===== src/rtl/rotsum_pkg.sv =====
package rotsum_pkg;
  typedef struct packed {
    logic clear;
    logic accumulate;
    logic capture;
  } ctlStrobes_t;
endpackage


===== src/rtl/rotsum_ctrl.sv =====
module rotsum_ctrl
  import rotsum_pkg::*;
(
  input  logic        clk,
  input  logic        rstN,
  input  logic        clr,
  input  logic        wordValid,
  input  logic        finalize,
  output ctlStrobes_t strobes,
  output logic        sumValid
);
  always_comb begin
    strobes.clear      = clr;
    strobes.accumulate = wordValid & ~clr;
    strobes.capture    = finalize & ~clr;
  end

  always_ff @(posedge clk or negedge rstN) begin
    if (!rstN)                   sumValid <= 1'b0;
    else if (strobes.clear)      sumValid <= 1'b0;
    else if (strobes.capture)    sumValid <= 1'b1;
    else if (strobes.accumulate) sumValid <= 1'b0;
  end
endmodule


===== src/rtl/rotsum_datapath.sv =====
module rotsum_datapath
  import rotsum_pkg::*;
#(
  parameter int W = 16,
  parameter bit ROTATE_FIRST = 1'b0
) (
  input  logic         clk,
  input  logic         rstN,
  input  ctlStrobes_t  strobes,
  input  logic         sumValid,
  input  logic [W-1:0] wordIn,
  input  logic [W-1:0] rxSum,
  output logic [W-1:0] sumOut,
  output logic         sumMatch
);
  localparam logic [W-1:0] ONES = {W{1'b1}};

  function automatic logic [W-1:0] ocAdd(input logic [W-1:0] a, input logic [W-1:0] b);
    logic [W:0] s;
    s = {1'b0, a} + {1'b0, b};
    return s[W-1:0] + {{(W-1){1'b0}}, s[W]};
  endfunction

  function automatic logic [W-1:0] rotl1(input logic [W-1:0] x);
    return {x[W-2:0], x[W-1]};
  endfunction

  logic [W-1:0] acc, nextAcc, accAfter;

  generate
    if (ROTATE_FIRST) begin : g_rotFirst
      assign nextAcc = ocAdd(rotl1(acc), rotl1(wordIn));
    end else begin : g_addFirst
      assign nextAcc = rotl1(ocAdd(acc, wordIn));
    end
  endgenerate

  assign accAfter = strobes.accumulate ? nextAcc : acc;

  always_ff @(posedge clk or negedge rstN) begin
    if (!rstN) begin
      acc    <= '0;
      sumOut <= '0;
    end else if (strobes.clear) begin
      acc    <= '0;
      sumOut <= '0;
    end else begin
      if (strobes.accumulate) acc <= nextAcc;
      if (strobes.capture) sumOut <= (accAfter == ONES) ? '0 : accAfter;
    end
  end

  assign sumMatch = sumValid & ((rxSum == ONES) | (rxSum == sumOut));
endmodule


===== src/rtl/rotsum_unit.sv =====
module rotsum_unit
  import rotsum_pkg::*;
#(
  parameter int W = 16,
  parameter bit ROTATE_FIRST = 1'b0
) (
  input  logic         clk,
  input  logic         rstN,
  input  logic         clr,
  input  logic         wordValid,
  input  logic [W-1:0] wordIn,
  input  logic         finalize,
  input  logic [W-1:0] rxSum,
  output logic [W-1:0] sumOut,
  output logic         sumValid,
  output logic         sumMatch
);
  ctlStrobes_t strobes;

  rotsum_ctrl i_ctrl (
    .clk(clk), .rstN(rstN), .clr(clr), .wordValid(wordValid),
    .finalize(finalize), .strobes(strobes), .sumValid(sumValid)
  );

  rotsum_datapath #(.W(W), .ROTATE_FIRST(ROTATE_FIRST)) i_dp (
    .clk(clk), .rstN(rstN), .strobes(strobes), .sumValid(sumValid),
    .wordIn(wordIn), .rxSum(rxSum), .sumOut(sumOut), .sumMatch(sumMatch)
  );
endmodule


===== config.mk =====
export PLATFORM = sky130hd
export DESIGN_NAME = rotsum_unit
export DESIGN_NICKNAME = d
export VERILOG_FILES = /design/src/rtl/rotsum_pkg.sv /design/src/rtl/rotsum_ctrl.sv /design/src/rtl/rotsum_datapath.sv /design/src/rtl/rotsum_unit.sv
export SDC_FILE = /design/constraint.sdc
export NUM_CORES = 1
export LEC_CHECK = 0
export BUFFER_PORTS_ARGS = -buffer_cell sky130_fd_sc_hd__buf_2
export CAP_MARGIN = 20
export CORE_ASPECT_RATIO = 1.2
export CORE_UTILIZATION = 28
export CTS_CLUSTER_SIZE = 12
export DETAILED_ROUTE_END_ITERATION = 10
export PLACE_DENSITY = 0.43
export SKIP_CTS_REPAIR_TIMING = 1
export SYNTH_ARGS = -nofsm -noshare
export SYNTH_HDL_FRONTEND = slang
export SYNTH_SLANG_ARGS = --single-unit

===== constraint.sdc =====
create_clock -name clk -period 6.7 [get_ports clk]
set_input_delay 1.005 -clock clk [delete_from_list [all_inputs] [get_ports clk]]
set_output_delay 1.005 -clock clk [all_outputs]
set_load 0.02 [all_outputs]

==> flow_summary.toml <==
[placement]
placed_cell_area_sq_um = 3364
gp_congestion = 0.8059
dpl.hpwl_mm = 6.914
place_ws_ns = 0.7207
port_buffers = 54

[die]
chipWidth_um = 96.38
initial_core_util_pct = 28.60
die_h_um = 115.3
num_rows = 41
ios = 55
core_area_sq_um = 10470
dieArea_sq_um = 11110

[detailed_routing]
vias = 2753
drt-total-wl_mm = 8.509
drc = 0
ant_nets = 0
initialDrtViolationCount = 75
wl_per_cell_um = 16.24
first_pass_iters = 4
vias_per_cell = 5.254

[setup_path]
cp.arrival_ns = 5.77
critPathLaunchType = "input pin"
end_kind = "flop"
cp_data_required_time_ns = 6.85
r2r_setup_slack_ns = 1.44
crit_type = "in2reg"
critical_path.max_fanout = 14

[cells_and_area]
n_antenna_cell = 0
fin_nets = 451
drive_gt1_share_pct = 22.28
areaGrowthSynthToFinish_pct = 17.18
design_area_sq_um = 3507

[yosys]
syn_nets = 401
synth_async_sr_flop_share_pct = 100.0
ys_seq_area_share_pct = 27.59
synth-edff-count = 0
syn_avg_cell_area_sq_um = 8.675
synthCells = 345
ys_top_cells_by_area = "dfrtp_1 28%, ha_1 7.5%, xnor2_1 6.4%, nand4_1 3.8%, nand2_1 3.6%"
synth.distinct_cells = 70
ys_ff_latch = 33
synth_flop_cell = "dfrtp_1"
synthesis.area_sq_um = 2993
synth.top_cell.area_share_pct = 27.59
yosysWarnings = 0
synth_top_area_cell = "dfrtp_1"

[sta]
finClkSkew_ns = 0.004674
finalHoldViolCount = 0
setup_viol = 0
worstMarginPinSlew_ns = 0.9274
rsz0062_at_grt = "no"
setup_ws_ns = 1.076
slew_violations = 0
fin_crit_sh_pct = 83.94
max_slew_margin_pct = 37.95
min_period_ns = 5.624
fmax_mhz = 177.8
setup_tns_ns = 0

[cts]
h-tree-depth = 2
cts_root_buf = "clkbuf_16"
cts_tree = "done"
clk_pin_slew_ns = 0.05
numCtsBuffers = 5
cts_sinks = 33
clkLatencyLatePin_ns = 0.28
cts_max_path_buffers = 2

[power_and_ir_drop]
power_density_nw_per_um2 = 203.2
peakVddDrop_mv = 0.09350
leakage_nw = 1.543

[grt]
antenna_found_initial = 0
grt_max_degree = 34
grt_first_pass_wirelength_mm = 13.81
gr-total-overflow = 0
grt_pass1_vias = 2733
grt_usage_pct = 16.55

[status]
status = "completed"

[job]
cap_violations = 0

[hold_path]
hold_class = "reg2reg"
worst paths after layout:
check                                start               to  cells after the start
max in group asynchronous             rstN     i_dp.acc[15]                      1
min in group asynchronous             rstN      i_dp.acc[5]                      1
setup reg to reg               i_dp.acc[0]   i_dp.sumOut[3]                     21
hold reg to reg            i_dp.sumOut[11]  i_dp.sumOut[11]                      2
hold / removal             i_dp.sumOut[11]  i_dp.sumOut[11]                      2
setup / recovery                 wordIn[0]   i_dp.sumOut[3]                     22
power by group:
| part | total [mW] | leakage (nW) | internal, mW | switching (mW) |
|---|---|---|---|---|
| logic | 0.259 | 1.03 | 0.0994 | 0.159 |
| clock network | 0.225 | 0.0700 | 0.146 | 0.0789 |
| registers | 0.230 | 0.446 | 0.214 | 0.0154 |
| total | 0.713 | 1.54 | 0.459 | 0.254 |
through the flow:
step                power [mW]  std cells  hold slack (ns)  util [%]
CTS                     0.7230        524           0.5313     33.51
global route            0.7635        524           0.5597     33.51
floorplan               0.4178        345           0.5101         -
detailed placement      0.4927        517           0.5200     32.15
finish                  0.7128        524           0.5211     33.51
global placement        0.4929        517           0.5123     32.15
final cells by class:
type	count	area, sq um
flip-flops and latches	33	825.8
clock buffers	7	142.6
well taps	129	161.4
fillers	1105	6958
repair buffers	55	277.8
multi-input cells	291	2066
inverters	9	33.78
layer usage:
layer,global-route usage (%),vias to the layer above,part of all wire [%]
met5,0,-,0
met1,21.05,1272,47
li1,-,1407,-
met4,7.059,0,2.6
met3,1.720,10,3.0
met2,28.18,64,47
flip-flops by register name, indices dropped and copies added (netlist names):
| signal | cells |
|---|---|
| i_dp.sumOut | 16 |
| i_dp.acc | 16 |
| i_ctrl.sumValid | 1 |
cell families after synthesis:
group	count (synthesis)	synth area share, %
fa+ha+maj	19	8.194
compound gates	100	25.80
xor+xnor	29	8.487
simple gates	138	24.83
flops	33	27.59
buf+inv	21	3.386
mux	5	1.714
cell usage in the layout, fill, tap and decap left out, drive strengths merged, types with 3 or more instances in the layout:
cell type and instances:
o211ai 5, a21oi 15, inv 9, clkbuf 7, a211oi 5, or2 3, or3 4, buf 55
o22ai 3, xor2 7, nor3 6, nand2 29, o21a 4, nor2b 7, o21ai 25, nor4 4
and3 4, ha 18, mux2i 4, nor2 29, nand2b 5, nand4 18, dfrtp 33, xnor2 22
a211o 5, a21o 8, or4 3, a31o 5, a31oi 4, and2 3, nand3 15
Yosys cell counts (2+ instances only):
| master | count |
|---|---|
| a211o_1 | 5 |
| a211oi_1 | 4 |
| a21o_1 | 8 |
| a21oi_1 | 15 |
| a311oi_1 | 2 |
| a31o_2 | 3 |
| a31oi_1 | 2 |
| and2_1 | 2 |
| and3_1 | 4 |
| and4_1 | 2 |
| buf_2 | 2 |
| clkbuf_1 | 8 |
| dfrtp_1 | 33 |
| ha_1 | 18 |
| inv_1 | 9 |
| mux2i_1 | 4 |
| nand2_1 | 29 |
| nand2b_1 | 5 |
| nand3_1 | 15 |
| nand4_1 | 18 |
| nor2_1 | 29 |
| nor2b_1 | 7 |
| nor3_1 | 6 |
| nor4_1 | 3 |
| o211a_1 | 2 |
| o211ai_1 | 5 |
| o21a_1 | 4 |
| o21ai_0 | 14 |
| o21ai_1 | 2 |
| o21ai_2 | 9 |
| o21bai_1 | 2 |
| o221ai_1 | 2 |
| o22ai_1 | 3 |
| or2_2 | 2 |
| or3_1 | 4 |
| or4_1 | 2 |
| xnor2_1 | 22 |
| xor2_1 | 7 |
critical path: stages:
cell and delay (ns):
buf_2 0.10, ha_1 0.22, fa_1 0.43, a21o_1 0.24, a211o_1 0.32, a211oi_1 0.28, o21bai_1 0.09, a21oi_1 0.21
nor2b_1 0.06, o21ai_0 0.15, nand2b_1 0.11, ha_1 0.24, ha_1 0.22, o211ai_1 0.09, nand4b_4 0.19, o21ai_0 0.09
a31o_1 0.25, or4_1 0.56, nor4_2 0.20, and4_1 0.27, a31o_4 0.30, o21ai_0 0.11
(Power assumes the default switching activity.)
